## src/rtl/bt_pkg.sv

```systemverilog
`timescale 1ns/1ps
package bt_pkg;

    localparam int BT_LEN_W = 12;

    typedef enum logic {ST_ARMED, ST_RUN} seq_st_t;

    typedef struct packed {
        logic [BT_LEN_W-1:0] len;
        logic [BT_LEN_W-1:0] per;
    } bt_desc_t;

    // Effective pretrigger depth: the request limited by buffer depth and record length
    function automatic logic [BT_LEN_W-1:0] bt_pre_limit(
        input logic [BT_LEN_W-1:0] req,
        input logic [BT_LEN_W-1:0] len,
        input logic [BT_LEN_W-1:0] depth
    );
        logic [BT_LEN_W-1:0] lim;
        lim = (len < depth) ? len : depth;
        return (req > lim) ? lim : req;
    endfunction

endpackage

```

## src/rtl/bt_trig_sync.sv

```systemverilog
`timescale 1ns/1ps
module bt_trig_sync (
    input  logic clk,
    input  logic rst,
    input  logic ext_trig,
    input  logic sw_trig,
    output logic trig_req
);
    logic [2:0] sh;
    logic       ext_rise;

    always_ff @(posedge clk) begin
        if (rst) sh <= '0;
        else     sh <= {sh[1:0], ext_trig};
    end

    assign ext_rise = sh[1] & ~sh[2];
    assign trig_req = ext_rise | sw_trig;


    ext_lat_chk: assert property (@(posedge clk) disable iff (rst)
        (trig_req && !sw_trig) |-> ($past(ext_trig, 2) && !$past(ext_trig, 3)));

endmodule

```

## src/rtl/bt_hist_buf.sv

```systemverilog
`timescale 1ns/1ps
module bt_hist_buf #(
    parameter int DATA_W  = 16,
    parameter int HIST_AW = 4,
    localparam int DEPTH  = 1 << HIST_AW
) (
    input  logic              clk,
    input  logic              rst,
    input  logic [DATA_W-1:0] wr_data,
    input  logic [HIST_AW:0]  dly,
    output logic [DATA_W-1:0] rd_data
);
    logic [DATA_W-1:0]  mem [DEPTH];
    logic [HIST_AW-1:0] wp;
    logic [HIST_AW-1:0] rp;

    assign rp      = wp - dly[HIST_AW-1:0];
    assign rd_data = (dly == '0) ? wr_data : mem[rp];

    always_ff @(posedge clk) begin
        mem[wp] <= wr_data;
    end

    always_ff @(posedge clk) begin
        if (rst) wp <= '0;
        else     wp <= wp + 1'b1;
    end


    dly_range_chk: assert property (@(posedge clk) disable iff (rst)
        dly <= (HIST_AW+1)'(DEPTH));

endmodule

```

## src/rtl/bt_desc_table.sv

```systemverilog
`timescale 1ns/1ps
module bt_desc_table
    import bt_pkg::*;
#(
    parameter int DESC_AW = 2,
    localparam int DESC_N = 1 << DESC_AW,
    localparam int REC_W  = DESC_AW + 1
) (
    input  logic               clk,
    input  logic               rst,
    input  logic               we,
    input  logic [DESC_AW-1:0] widx,
    input  bt_desc_t           wdesc,
    input  logic [DESC_AW-1:0] ridx,
    output bt_desc_t           rdesc,
    input  logic [REC_W-1:0]   nrec,
    output logic               cfg_ok
);
    bt_desc_t tbl [DESC_N];

    for (genvar g = 0; g < DESC_N; g++) begin : g_ent
        always_ff @(posedge clk) begin
            if (rst)
                tbl[g] <= '0;
            else if (we && widx == DESC_AW'(g))
                tbl[g] <= wdesc;
        end
    end

    assign rdesc = tbl[ridx];

    always_comb begin
        cfg_ok = (nrec != '0) && (nrec <= REC_W'(DESC_N));
        for (int i = 0; i < DESC_N; i++) begin
            if (REC_W'(i) < nrec &&
                (tbl[i].len == '0 || tbl[i].per < tbl[i].len))
                cfg_ok = 1'b0;
        end
    end

endmodule

```

## src/rtl/bt_seq.sv

```systemverilog
`timescale 1ns/1ps
module bt_seq
    import bt_pkg::*;
#(
    parameter int HIST_AW = 4,
    parameter int DESC_AW = 2,
    localparam int REC_W  = DESC_AW + 1,
    localparam int DEPTH  = 1 << HIST_AW
) (
    input  logic                clk,
    input  logic                rst,
    input  logic                trig_req,
    input  logic                cfg_ok,
    input  logic [REC_W-1:0]    cfg_nrec,
    input  logic [BT_LEN_W-1:0] cfg_pre,
    input  bt_desc_t            rdesc,
    output logic [DESC_AW-1:0]  ridx,
    output logic                emit,
    output logic                emit_last,
    output logic [HIST_AW:0]    dly,
    output logic                busy,
    output logic                pre_clamped,
    output logic                cfg_err
);
    localparam logic [BT_LEN_W-1:0] DEPTH_L = BT_LEN_W'(DEPTH);

    seq_st_t              st;
    logic [DESC_AW-1:0]   rec_idx, last_idx;
    logic [BT_LEN_W-1:0]  pos, cur_len, cur_per, run_pre;
    logic [BT_LEN_W-1:0]  pre_sel, ld_dly;
    logic                 ld_clamp, start, finish, adv;

    assign busy    = (st == ST_RUN);
    assign start   = (st == ST_ARMED) && trig_req && cfg_ok;
    assign pre_sel = (st == ST_ARMED) ? cfg_pre : run_pre;
    assign ridx    = (st == ST_ARMED) ? '0 : rec_idx + 1'b1;

    always_comb begin
        ld_dly   = bt_pre_limit(pre_sel, rdesc.len, DEPTH_L);
        ld_clamp = pre_sel > ld_dly;
    end

    assign emit      = busy && (pos < cur_len);
    assign emit_last = emit && (pos == cur_len - 1'b1);
    assign finish    = busy && (rec_idx == last_idx) && (pos == cur_len - 1'b1);
    assign adv       = busy && !finish && (pos == cur_per - 1'b1);

    always_ff @(posedge clk) begin
        if (rst) begin
            st          <= ST_ARMED;
            rec_idx     <= '0;
            last_idx    <= '0;
            pos         <= '0;
            cur_len     <= '0;
            cur_per     <= '0;
            run_pre     <= '0;
            dly         <= '0;
            pre_clamped <= 1'b0;
            cfg_err     <= 1'b0;
        end else begin
            cfg_err <= !cfg_ok;
            if (start) begin
                st       <= ST_RUN;
                rec_idx  <= '0;
                last_idx <= DESC_AW'(cfg_nrec - 1'b1);
                pos      <= '0;
                cur_len  <= rdesc.len;
                cur_per  <= rdesc.per;
                run_pre  <= cfg_pre;
                dly      <= ld_dly[HIST_AW:0];
                if (ld_clamp) pre_clamped <= 1'b1;
            end else if (finish) begin
                st <= ST_ARMED;
            end else if (adv) begin
                rec_idx <= ridx;
                pos     <= '0;
                cur_len <= rdesc.len;
                cur_per <= rdesc.per;
                dly     <= ld_dly[HIST_AW:0];
                if (ld_clamp) pre_clamped <= 1'b1;
            end else if (busy) begin
                pos <= pos + 1'b1;
            end
        end
    end


    start_chk: assert property (@(posedge clk) disable iff (rst)
        (!busy && trig_req && cfg_ok) |=> (busy && pos == '0 && rec_idx == '0));


    retrig_ignore_chk: assert property (@(posedge clk) disable iff (rst)
        (busy && trig_req && !finish && !adv) |=> (pos == $past(pos) + 1'b1));


    period_ok_chk: assert property (@(posedge clk) disable iff (rst)
        (busy && rec_idx != last_idx) |-> (cur_per >= cur_len));


    pre_bound_chk: assert property (@(posedge clk) disable iff (rst)
        busy |-> (BT_LEN_W'(dly) <= cur_len && BT_LEN_W'(dly) <= DEPTH_L));


    clamp_sticky_chk: assert property (@(posedge clk) disable iff (rst)
        pre_clamped |=> pre_clamped);


    cfg_reject_chk: assert property (@(posedge clk) disable iff (rst)
        (!busy && !cfg_ok) |=> !busy);

endmodule

```

## src/rtl/burst_capture.sv

```systemverilog
`timescale 1ns/1ps
module burst_capture
    import bt_pkg::*;
#(
    parameter int DATA_W  = 16,
    parameter int HIST_AW = 4,
    parameter int DESC_AW = 2,
    localparam int REC_W  = DESC_AW + 1
) (
    input  logic                clk,
    input  logic                rst,
    input  logic [DATA_W-1:0]   smp_in,
    input  logic                ext_trig,
    input  logic                sw_trig,
    input  logic [REC_W-1:0]    cfg_nrec,
    input  logic [BT_LEN_W-1:0] cfg_pre,
    input  logic                desc_we,
    input  logic [DESC_AW-1:0]  desc_idx,
    input  logic [BT_LEN_W-1:0] desc_len,
    input  logic [BT_LEN_W-1:0] desc_per,
    output logic                out_vld,
    output logic [DATA_W-1:0]   out_data,
    output logic                out_last,
    output logic                busy,
    output logic                cfg_err,
    output logic                pre_clamped
);
    logic               trig_req, cfg_ok, emit, emit_last;
    logic [DESC_AW-1:0] ridx;
    logic [HIST_AW:0]   dly;
    logic [DATA_W-1:0]  hist_q;
    bt_desc_t           wdesc, rdesc;

    assign wdesc.len = desc_len;
    assign wdesc.per = desc_per;

    bt_trig_sync u_trig (
        .clk      (clk),
        .rst      (rst),
        .ext_trig (ext_trig),
        .sw_trig  (sw_trig),
        .trig_req (trig_req)
    );

    bt_desc_table #(.DESC_AW(DESC_AW)) u_tbl (
        .clk    (clk),
        .rst    (rst),
        .we     (desc_we),
        .widx   (desc_idx),
        .wdesc  (wdesc),
        .ridx   (ridx),
        .rdesc  (rdesc),
        .nrec   (cfg_nrec),
        .cfg_ok (cfg_ok)
    );

    bt_seq #(.HIST_AW(HIST_AW), .DESC_AW(DESC_AW)) u_seq (
        .clk         (clk),
        .rst         (rst),
        .trig_req    (trig_req),
        .cfg_ok      (cfg_ok),
        .cfg_nrec    (cfg_nrec),
        .cfg_pre     (cfg_pre),
        .rdesc       (rdesc),
        .ridx        (ridx),
        .emit        (emit),
        .emit_last   (emit_last),
        .dly         (dly),
        .busy        (busy),
        .pre_clamped (pre_clamped),
        .cfg_err     (cfg_err)
    );

    bt_hist_buf #(.DATA_W(DATA_W), .HIST_AW(HIST_AW)) u_hist (
        .clk     (clk),
        .rst     (rst),
        .wr_data (smp_in),
        .dly     (dly),
        .rd_data (hist_q)
    );

    always_ff @(posedge clk) begin
        if (rst) begin
            out_vld  <= 1'b0;
            out_last <= 1'b0;
            out_data <= '0;
        end else begin
            out_vld  <= emit;
            out_last <= emit_last;
            out_data <= hist_q;
        end
    end


    idle_quiet_chk: assert property (@(posedge clk) disable iff (rst)
        !busy |=> !out_vld);


    last_vld_chk: assert property (@(posedge clk) disable iff (rst)
        out_last |-> out_vld);

endmodule

```

## config.mk

```make
export PLATFORM = sky130hd
export DESIGN_NAME = burst_capture
export DESIGN_NICKNAME = d
export VERILOG_FILES = /design/src/rtl/bt_pkg.sv /design/src/rtl/bt_trig_sync.sv /design/src/rtl/bt_hist_buf.sv /design/src/rtl/bt_desc_table.sv /design/src/rtl/bt_seq.sv /design/src/rtl/burst_capture.sv
export SDC_FILE = /design/constraint.sdc
export NUM_CORES = 1
export LEC_CHECK = 0
export ABC_AREA = 1
export BUFFER_PORTS_ARGS = -buffer_cell sky130_fd_sc_hd__buf_2
export CORE_ASPECT_RATIO = 0.5
export CORE_MARGIN = 2
export CORE_UTILIZATION = 44
export CTS_BUF_LIST = sky130_fd_sc_hd__clkbuf_4
export CTS_CLUSTER_DIAMETER = 150
export CTS_CLUSTER_SIZE = 25
export DETAILED_ROUTE_END_ITERATION = 10
export MAX_ROUTING_LAYER = met4
export PLACE_DENSITY_LB_ADDON = 0.08
export SLEW_MARGIN = 40
export SYNTH_ARGS = -nofsm -noshare
export SYNTH_HDL_FRONTEND = slang
export SYNTH_SLANG_ARGS = --single-unit
```

## constraint.sdc

```tcl
create_clock -name clk -period 4.9 [get_ports clk]
set_input_delay 0.49 -clock clk [delete_from_list [all_inputs] [get_ports clk]]
set_output_delay 0.49 -clock clk [all_outputs]
set_load 0.005 [all_outputs]
```

==> metrics.log, run 1 <==
[metrics] status: finished, final reports clean
[metrics] critical path data required time: 5.73 ns
[metrics] most frequent standard cell in the layout excluding fill and tap cells: nor2_1
[metrics] total negative slack: 0 ns
[metrics] startpoint of the tightest hold check path: rst
[metrics] total number of yosys warnings: 0
[metrics] launch point of the worst reg-to-reg path: u_seq.rec_idx[0]
[metrics] Port Buf Inserts: 82
[metrics] max-capacitance violation count: 0
[metrics] leading area contributor after synthesis: edfxtp_1
[metrics] clock buffers created by TritonCTS: 21
[metrics] clock tree from TritonCTS: yes
[metrics] hold path depth: 2
[metrics] critical register-to-register path endpoint: u_seq.pre_clamped
[metrics] top-level I/O count: 83
[metrics] tightest slew margin relative to the limit: 47.7%
[metrics] fraction of power spent switching nets: 30.3%
[metrics] pin slew with the least headroom to its limit: 0.784 ns
[metrics] commonest cells after routing, fill and taps aside: nor2_1 (434), nand2_1 (415), edfxtp_1 (352)
[metrics] Peak Freq: 0.225 GHz
[metrics] cells after synthesis: 2244
[metrics] LEAKAGE: 9.33 nW
[metrics] power share of the sequential group: 59.4%
[metrics] count of vias placed by the detailed router: 15.8k
[metrics] kind of start point of the critical path: flip-flop
[metrics] post-synth top area share: 49.9%
[metrics] clock share of power: 20.4%
[metrics] Cell Area, Synth: 21200 sq um
[metrics] maximum VDD drop: 0.162 mV
[metrics] number of buffers between clock root and the deepest sink: 3
[metrics] Main synth FF type: edfxtp_1
[metrics] number of nets in the layout: 2505
[metrics] clock insertion delay at the later pin of the skew report: 0.90 ns
[metrics] sequential fraction of the synthesis area: 57.9%
[metrics] H-tree lvl count: 1
[metrics] drt pass-1 iters: 5
[metrics] minimum clock period: 4.45 ns
[metrics] # clock sinks: 437
[metrics] via count of the first global-routing pass: 14.9k
[metrics] largest stage delay on the critical path: 0.47 ns
[metrics] Yosys cell types: 46
[metrics] maximum number of pins on one net before global-route repair: 87
[metrics] endpoints failing setup: 0
[metrics] design internal power: 0.00499 W
[metrics] Final Hold Viols: 0
[metrics] Worst EP arrival: 5.28 ns
[metrics] Avg WL per Cell: 18.8 um
[metrics] register bit total from synthesis: 437
[metrics] Hold Path Sink: u_seq.pre_clamped
[metrics] drt via density: 5.25
[metrics] GR Util All Layers: 23.3%
[metrics] leftover overflow at the end of global routing: 0
[metrics] clock root buffer: clkbuf_4
[metrics] wire length of the first global-routing pass: 87400 um
[metrics] number of antenna violations at the first check in global routing: 2
[metrics] classification of the worst-slack hold path: in2reg
[metrics] number of enable flip-flop cells after synthesis: 352
[metrics] net switching component of the power: 0.00217 W
[metrics] setup slack of the worst register-to-register path: 0.45 ns
[metrics] share of post-route cells with drive strength above 1: 8.79%
[metrics] Cell Pwr Density: 307 nW/um^2
[metrics] total placed cells including tap cells: 2909
[metrics] Vert. Die Dim: 159 um
[metrics] placeable core region: 47200 sq um
[metrics] cell family with the largest share of critical-path delay: simple AND/OR/NAND/NOR gates
[metrics] per-instance average area after synthesis: 9.44 sq um
[metrics] routability congestion estimate: 0.882
[metrics] async set-or-reset flop fraction in the synthesized netlist: 0%
[metrics] Crit Path Max Fanout: 28
[metrics] type of destination of the critical path: flip-flop
[metrics] top post-synthesis cells by area: edfxtp_1 (50%), dfxtp_1 (8.0%), nor2_1 (8.0%)
[metrics] Clk pin slew, worst setup/hold paths: 0.31 ns
[metrics] sum of routed wire length over all layers: 56600 um
[metrics] fin crit share: 90.7%
[metrics] start-to-end type of the worst setup path: reg2reg
[metrics] Detailed Route Iter0 Violations: 1252
[metrics] max-slew violation count: 0
[metrics] Slowest cell on crit path: dfxtp_1
[metrics] final clock skew: 0.103 ns
[metrics] count of buffering cells on the critical path with inverters included: 6
[metrics] die width: 314 um
[metrics] setup repair after global routing missed its margin: no
[metrics] area growth from synthesis to layout: 10.0%
[metrics] combinational cell fraction of total power: 20.2%
[metrics] worst hold margin: 0.147 ns
[metrics] initial cell density of the core: 44.9%
[metrics] post-route non-filler standard cell count: 3007
[metrics] number of remaining DRC errors: 0
[metrics] DPL Wire Length: 36200 um
[metrics] row count: 56
[metrics] die area: 50000 sq um
[metrics] most frequent CP cell: nor2_1
[metrics] antenna-violating nets left: 0
[metrics] path depth of the worst reg2reg path: 29
## per-stage QoR
step	utilization, %	area, sq um	worst slack, ns	total power [W]
floorplan	-	21200	1.03	0.00524
global placement	47.5	22400	0.526	0.00573
detailed placement	47.5	22400	0.424	0.00575
CTS	49.3	23300	0.343	0.00721
global route	49.4	23300	0.0395	0.00754
finish	49.4	23300	0.454	0.00716
## worst max path at each step
stage / startpoint / end / cells after the start
floorplan: u_seq.rec_idx[0] / u_seq.pre_clamped / 29
global placement: u_seq.rec_idx[0] / u_seq.pre_clamped / 29
detailed placement: u_seq.rec_idx[0] / u_seq.pre_clamped / 29
CTS: u_seq.rec_idx[0] / u_seq.pre_clamped / 29
global route: u_seq.rec_idx[0] / u_seq.pre_clamped / 29
finish: u_seq.rec_idx[0] / u_seq.pre_clamped / 29
## cell type report
type                       instances  area [sq um]
antenna                            3          7.51
clock buffer                      36           270
clock inverter                     2          20.0
fill                            4526         23900
inverter                         207           781
multi-input combinational       1500          7810
sequential                       437         12300
tap                              638           798
timing repair buffer             184          1350
## cell usage after synthesis (all sizes together), types with 13 or more instances
| master | n |
|---|---|
| nor2 | 457 |
| nand2 | 418 |
| edfxtp | 352 |
| inv | 205 |
| o21ai | 150 |
| a21oi | 102 |
| nand3 | 93 |
| ha | 91 |
| dfxtp | 85 |
| clkbuf | 79 |
| o32ai | 64 |
| buf | 27 |
| nand4 | 17 |
| o211ai | 13 |
| xnor2 | 13 |
| xor2 | 13 |
## logic make-up (layout without fill, tap and decap cells)
family                     after synthesis  in the layout  synth area share (%)
and+or+nand+nor                       1020           1020                  19.6
DFF                                    437            437                  57.9
xor gates and xnor gates                28             28                  1.29
AOI/OAI and AO/OA                      353            353                  9.89
adders and majority gates               92             92                  5.47
buffers and inverters                  313            429                  5.78
other                                    1             10                0.0177
## registers in the layout, indices dropped and copies added, names as in the netlist
register           cells
u_hist.mem           256
u_tbl.tbl             96
out_data              16
u_seq.cur_len         12
u_seq.cur_per         12
u_seq.pos             12
u_seq.run_pre         12
u_seq.dly              5
u_hist.wp              4
u_trig.sh              3
u_seq.last_idx         2
u_seq.rec_idx          2
out_last               1
out_vld                1
u_seq.busy             1
u_seq.cfg_err          1
u_seq.pre_clamped      1
## per-layer routing
layer	GRT usage, %	vias to the layer above	wire length [um]
met5	-	-	0
met4	4.70	0	1290
met3	2.55	75	2290
met2	38.3	342	27000
met1	31.3	7545	26000
li1	-	7820	-
## power groups by stage
stage / combinational (W) / sequential, W / clock (W)
6_report: 0.00145 / 0.00426 / 0.00146
5_1_grt: 0.00164 / 0.00427 / 0.00163
4_1_cts: 0.00145 / 0.00426 / 0.00151
3_5_place_dp: 0.00141 / 0.00434 / 0
3_3_place_gp: 0.00140 / 0.00434 / 0
2_1_floorplan: 0.000943 / 0.00430 / 0
## repair_timing
item                       in CTS  in global routing
gates resized for setup         0                  2
buffers inserted                0                  0
setup endpoints to repair       0                  1
hold buffers                   55                  1
hold endpoints to repair      364                  2
Power figures use the tool's default switching activity.
==> inputs of run 2 (changes only) <==
--- a/config.mk
+++ b/config.mk
@@ -10,7 +10,7 @@
 export CORE_ASPECT_RATIO = 0.5
 export CORE_MARGIN = 2
 export CORE_UTILIZATION = 44
-export CTS_BUF_LIST = sky130_fd_sc_hd__clkbuf_4
+export CTS_BUF_LIST = sky130_fd_sc_hd__clkbuf_16
 export CTS_CLUSTER_DIAMETER = 150
 export CTS_CLUSTER_SIZE = 25
 export DETAILED_ROUTE_END_ITERATION = 10
==> run 2 against run 1 <==
  * Worst hold slack worse by 0.020 ns
  * Cell count fell by 2.0%
  * Power increased by 7.1%
  * Register-to-register slack gained 0.05 ns
  * Wire length is 0.78% lower
  * Sequential share of layout area is 0.57 points higher
  * Sequential cell count is the same
  * Global-route usage shrank 0.16 points
  * Critical endpoint unchanged
==> metrics.log, run 2 (synthesis results as in run 1) <==
[metrics] wire length of the first global-routing pass: 86700 um
[metrics] Detailed Route Iter0 Violations: 1284
[metrics] hold_buf cts: 0
[metrics] # clock sinks: 437
[metrics] final clock skew: 0.0364 ns
[metrics] maximum number of pins on one net before global-route repair: 87
[metrics] clock buffers created by TritonCTS: 21
[metrics] fraction of power spent switching nets: 29.2%
[metrics] Avg WL per Cell: 19.1 um
[metrics] Worst EP arrival: 4.90 ns
[metrics] Crit Path Max Fanout: 28
[metrics] drt pass-1 iters: 7
[metrics] number of remaining DRC errors: 0
[metrics] endpoints failing setup: 0
[metrics] design internal power: 0.00543 W
[metrics] setup repair after global routing missed its margin: no
[metrics] sum of routed wire length over all layers: 56200 um
[metrics] maximum VDD drop: 0.266 mV
[metrics] classification of the worst-slack hold path: in2reg
[metrics] tightest slew margin relative to the limit: 47.7%
[metrics] final worst-path setup slack: 0.506 ns
[metrics] antenna-violating nets left: 0
[metrics] top-level I/O count: 83
[metrics] Final Hold Viols: 0
[metrics] minimum clock period: 4.39 ns
[metrics] commonest cells after routing, fill and taps aside: nor2_1 (434), nand2_1 (415), edfxtp_1 (352)
[metrics] Port Buf Inserts: 82
[metrics] clock share of power: 26.2%
[metrics] critical path data required time: 5.41 ns
[metrics] H-tree lvl count: 1
[metrics] die area: 50000 sq um
[metrics] routability congestion estimate: 0.882
[metrics] via count of the first global-routing pass: 14.6k
[metrics] Clk pin slew, worst setup/hold paths: 0.12 ns
[metrics] drt via density: 5.27
[metrics] pin slew with the least headroom to its limit: 0.783 ns
[metrics] clock tree from TritonCTS: yes
[metrics] placeable core region: 47200 sq um
[metrics] pre-CTS setup slack: 0.424 ns
[metrics] GR Util All Layers: 23.1%
[metrics] Largest register FFs: 256
[metrics] start-to-end type of the worst setup path: reg2reg
[metrics] clock insertion delay at the later pin of the skew report: 0.59 ns
[metrics] largest stage delay on the critical path: 0.41 ns
[metrics] count of vias placed by the detailed router: 15.5k
[metrics] total negative slack: 0 ns
[metrics] number of nets in the layout: 2449
[metrics] number of antenna violations at the first check in global routing: 0
[metrics] combinational cell fraction of total power: 18.4%
[metrics] status: finished, final reports clean
[metrics] clock root buffer: clkbuf_16
[metrics] sequential cell area: 12300 sq um
[metrics] Cell Pwr Density: 333 nW/um^2
[metrics] count of inserted antenna diode cells: 0
[metrics] leftover overflow at the end of global routing: 0
[metrics] largest reg by FF count: u_hist.mem
[metrics] total of fill cells in the finished design: 4533
[metrics] max-slew violation count: 0
[metrics] Vert. Die Dim: 159 um
[metrics] max-capacitance violation count: 0
[metrics] power share of the sequential group: 55.5%
[metrics] LEAKAGE: 9.27 nW
[metrics] DPL Wire Length: 36200 um
[metrics] area taken by multi-input logic gates: 7810 sq um
[metrics] Largest regs: u_hist.mem x256, u_tbl.tbl x96, out_data x16
[metrics] most frequent standard cell in the layout excluding fill and tap cells: nor2_1
[metrics] most frequent CP cell: nor2_1
[metrics] type of destination of the critical path: flip-flop
[metrics] Slowest cell on crit path: dfxtp_1
[metrics] Peak Freq: 0.228 GHz
[metrics] kind of start point of the critical path: flip-flop
[metrics] die width: 314 um
[metrics] share of post-route cells with drive strength above 1: 8.35%
[metrics] row count: 56
[metrics] area growth from synthesis to layout: 8.82%
[metrics] fin crit share: 89.7%
[metrics] number of buffers between clock root and the deepest sink: 3
[metrics] initial cell density of the core: 44.9%
[metrics] net switching component of the power: 0.00224 W
run 2: repair_timing:
action | CTS | global route
resized for setup | 0 | 2
hold endpoints to repair | 0 | 0
buffers inserted | 0 | 0
endpoints found under the setup margin | 0 | 1
run 2: final cells by class:
class                      instances  share of cell area (%)
sequential                       437                    53.2
multi-input combinational       1500                    33.9
tap                              638                    3.46
timing repair buffer             128                    3.40
inverter                         207                    3.39
clock buffer                      21                    2.28
clock inverter                    17                   0.353
run 2: routing by layer:
metal  share of wire (%)  vias up  track usage, %
met5                   0        -               -
met2                  47      310            37.8
met1                  46     7431            31.1
met4                 2.5        0            5.31
li1                    -     7706               -
met3                 3.8       77            2.44
run 2: power groups by stage:
stage	Clock, W	Sequential (W)	Combinational [W]
2_1_floorplan	0	0.00430	0.000943
3_3_place_gp	0	0.00434	0.00140
3_5_place_dp	0	0.00434	0.00141
4_1_cts	0.00207	0.00425	0.00141
5_1_grt	0.00219	0.00427	0.00160
6_report	0.00201	0.00425	0.00141
run 2: final timing paths:
check,start,to,slack [ns],cells past startpoint
worst max-delay path,u_seq.rec_idx[0],u_seq.pre_clamped,0.51,29
worst min-delay path,ext_trig,u_trig.sh[0],0.13,3
worst max register to register,u_seq.rec_idx[0],u_seq.pre_clamped,0.51,29
worst min register to register,u_trig.sh[0],u_trig.sh[1],0.42,2
run 2: through the flow:
step	std cells	hold WS [ns]	utilization, %	power (W)	cell area (sq um)
after detailed placement	2909	0.405	47.5	0.00575	22400
after floorplan	2250	0.388	-	0.00524	21200
final	2948	0.127	48.9	0.00767	23000
after global routing	2948	0.136	48.9	0.00806	23000
after global placement	2909	0.398	47.5	0.00573	22400
after CTS	2947	0.102	48.8	0.00773	23000
run 2: worst max-delay path: cells and delay by family (launching register included):
| kind | cells | cell delay (ns) |
|---|---|---|
| AND/OR/NAND/NOR | 12 | 1.57 |
| AO/OA/AOI/OAI | 9 | 1.04 |
| buffers and inverters | 6 | 0.71 |
| adder cells (fa/ha/maj) | 2 | 0.57 |
| flip-flops | 1 | 0.41 |
==> inputs of run 3 (changes only) <==
--- a/config.mk
+++ b/config.mk
@@ -16,6 +16,7 @@
 export DETAILED_ROUTE_END_ITERATION = 10
 export MAX_ROUTING_LAYER = met4
 export PLACE_DENSITY_LB_ADDON = 0.08
+export REMOVE_ABC_BUFFERS = 1
 export SLEW_MARGIN = 40
 export SYNTH_ARGS = -nofsm -noshare
 export SYNTH_HDL_FRONTEND = slang
==> run 3 against run 2 <==
  * Sequential share of layout area about the same
  * Clock skew down 0.013 ns
  * Largest cell class unchanged
  * Power down 0.32%
  * Sequential power about the same
  * Setup slack better by 0.098 ns
==> metrics.log, run 3 (synthesis results as in run 1) <==
[metrics] design internal power: 0.00542 W
[metrics] Avg WL per Cell: 18.6 um
[metrics] H-tree lvl count: 1
[metrics] setup repair after global routing missed its margin: no
[metrics] Hold Path Sink: u_trig.sh[0]
[metrics] max-slew violation count: 0
[metrics] row count: 56
[metrics] Detailed Route Iter0 Violations: 1135
[metrics] routability congestion estimate: 0.881
[metrics] die width: 314 um
[metrics] drt via density: 5.26
[metrics] top-level I/O count: 83
[metrics] clock insertion delay at the later pin of the skew report: 0.58 ns
[metrics] combinational cell fraction of total power: 18.3%
[metrics] # clock sinks: 437
[metrics] Clk pin slew, worst setup/hold paths: 0.11 ns
[metrics] maximum number of pins on one net before global-route repair: 101
[metrics] Peak Freq: 0.233 GHz
[metrics] status: finished, final reports clean
[metrics] Final Hold Viols: 0
[metrics] leftover overflow at the end of global routing: 0
[metrics] placeable core region: 47200 sq um
[metrics] clock buffers created by TritonCTS: 21
[metrics] clock share of power: 26.1%
[metrics] fraction of power spent switching nets: 29.1%
[metrics] Worst EP arrival: 4.80 ns
[metrics] Largest regs: u_hist.mem x256, u_tbl.tbl x96, out_data x16
[metrics] Slowest cell on crit path: dfxtp_1
[metrics] die area: 50000 sq um
[metrics] drt pass-1 iters: 5
[metrics] launch point of the worst reg-to-reg path: u_seq.rec_idx[0]
[metrics] max-capacitance violation count: 0
[metrics] number of nets in the layout: 2444
[metrics] hold_buf cts: 0
[metrics] tightest slew margin relative to the limit: 43.5%
[metrics] pin slew with the least headroom to its limit: 0.846 ns
[metrics] hold path depth: 3
[metrics] commonest cells after routing, fill and taps aside: nor2_1 (434), nand2_1 (412), edfxtp_1 (352)
[metrics] largest reg by FF count: u_hist.mem
[metrics] Design Power: 0.00764 W
[metrics] setup slack of the worst register-to-register path: 0.60 ns
[metrics] initial cell density of the core: 44.9%
[metrics] sum of routed wire length over all layers: 54600 um
[metrics] largest stage delay on the critical path: 0.41 ns
[metrics] final clock skew: 0.0238 ns
[metrics] most frequent standard cell in the layout excluding fill and tap cells: nor2_1
[metrics] clock root buffer: clkbuf_16
[metrics] Largest register FFs: 256
[metrics] net switching component of the power: 0.00222 W
[metrics] start-to-end type of the worst setup path: reg2reg
[metrics] maximum VDD drop: 0.228 mV
[metrics] type of destination of the critical path: flip-flop
[metrics] total of fill cells in the finished design: 4509
[metrics] number of antenna violations at the first check in global routing: 1
[metrics] count of vias placed by the detailed router: 15.5k
[metrics] LEAKAGE: 9.25 nW
[metrics] clock tree from TritonCTS: yes
[metrics] area growth from synthesis to layout: 8.74%
[metrics] endpoints failing setup: 0
[metrics] fin crit share: 87.7%
[metrics] share of post-route cells with drive strength above 1: 8.29%
[metrics] GR Util All Layers: 22.5%
[metrics] total negative slack: 0 ns
[metrics] startpoint of the tightest hold check path: ext_trig
[metrics] wire length of the first global-routing pass: 84700 um
[metrics] number of buffers between clock root and the deepest sink: 3
[metrics] DPL Wire Length: 35100 um
[metrics] worst hold margin: 0.110 ns
[metrics] Crit Path Max Fanout: 37
[metrics] via count of the first global-routing pass: 14.6k
[metrics] power share of the sequential group: 55.6%
[metrics] classification of the worst-slack hold path: in2reg
[metrics] path depth of the worst reg2reg path: 32
[metrics] kind of start point of the critical path: flip-flop
[metrics] Cell Pwr Density: 332 nW/um^2
[metrics] antenna-violating nets left: 0
[metrics] critical register-to-register path endpoint: u_seq.pre_clamped
[metrics] minimum clock period: 4.30 ns
[metrics] critical path data required time: 5.41 ns
[metrics] Port Buf Inserts: 82
[metrics] Vert. Die Dim: 159 um
[metrics] number of remaining DRC errors: 0
run 3: cell types whose count changed in the layout (fill, tap and decap cells not counted), sizes merged:
cell / change
diode: +1
clkinv: -1
buf: -5
run 3: power by group through the flow:
stage                     sequential (W)  combinational [W]  clock (W)
after detailed placement         0.00433            0.00140          0
after global routing             0.00427            0.00159    0.00218
after CTS                        0.00425            0.00141    0.00206
final                            0.00425            0.00140    0.00200
after floorplan                  0.00430           0.000916          0
after global placement           0.00433            0.00138          0
run 3: per-layer routing:
metal  routed length, um  vias to the layer above  track usage [%]  share of wire, %
li1                    -                     7691                -                 -
met1               26500                     7401             31.6                48
met2               24800                      322             35.0                45
met3                2210                       78             2.80               4.0
met4                1120                        0             4.48               2.1
met5                   0                        -                -                 0
run 3: stage by stage:
| stage | util, % | cell area, sq um | setup slack, ns | std cells |
|---|---|---|---|---|
| floorplan | - | 20800 | -0.550 | 2144 |
| global placement | 47.5 | 22400 | 0.578 | 2904 |
| detailed placement | 47.5 | 22400 | 0.521 | 2904 |
| CTS | 48.8 | 23000 | 0.489 | 2941 |
| global route | 48.8 | 23000 | 0.106 | 2943 |
| finish | 48.8 | 23000 | 0.604 | 2943 |
run 3: worst max path at each step:
stage	cells after the start	slack, ns	startpoint	end
3_5_place_dp	27	0.52	u_seq.rec_idx[0]	u_seq.pre_clamped
5_1_grt	32	0.11	u_seq.rec_idx[0]	u_seq.pre_clamped
2_1_floorplan	9	-0.55	u_hist.wp[0]	out_data[0]
4_1_cts	29	0.49	u_seq.rec_idx[0]	u_seq.pre_clamped
6_report	32	0.60	u_seq.rec_idx[0]	u_seq.pre_clamped
3_3_place_gp	29	0.58	u_seq.rec_idx[0]	u_seq.pre_clamped
run 3: area by class of cell:
type	count	area (sq um)	share of cell area (%)
Multi-Input combinational cell	1500	7820	34.0
Tap cell	638	798	3.47
Timing Repair Buffer	123	754	3.28
Antenna cell	1	2.50	0.0109
Inverter	207	783	3.40
Clock inverter	16	77.6	0.337
Sequential cell	437	12300	53.3
Clock buffer	21	526	2.28
run 3: critical path, delay by kind of cell, from the launching register on:
family | cells | cell delay (ns)
AOI/OAI and AO/OA | 8 | 0.87
adders and majority gates | 2 | 0.58
buffers and inverters | 8 | 0.90
DFF | 1 | 0.41
and+or+nand+nor | 14 | 1.47
run 3: what timing repair did:
action / 4_1_cts / 5_1_grt
setup endpoints to repair: 0 / 1
buffers inserted: 0 / 0
resized for setup: 0 / 2
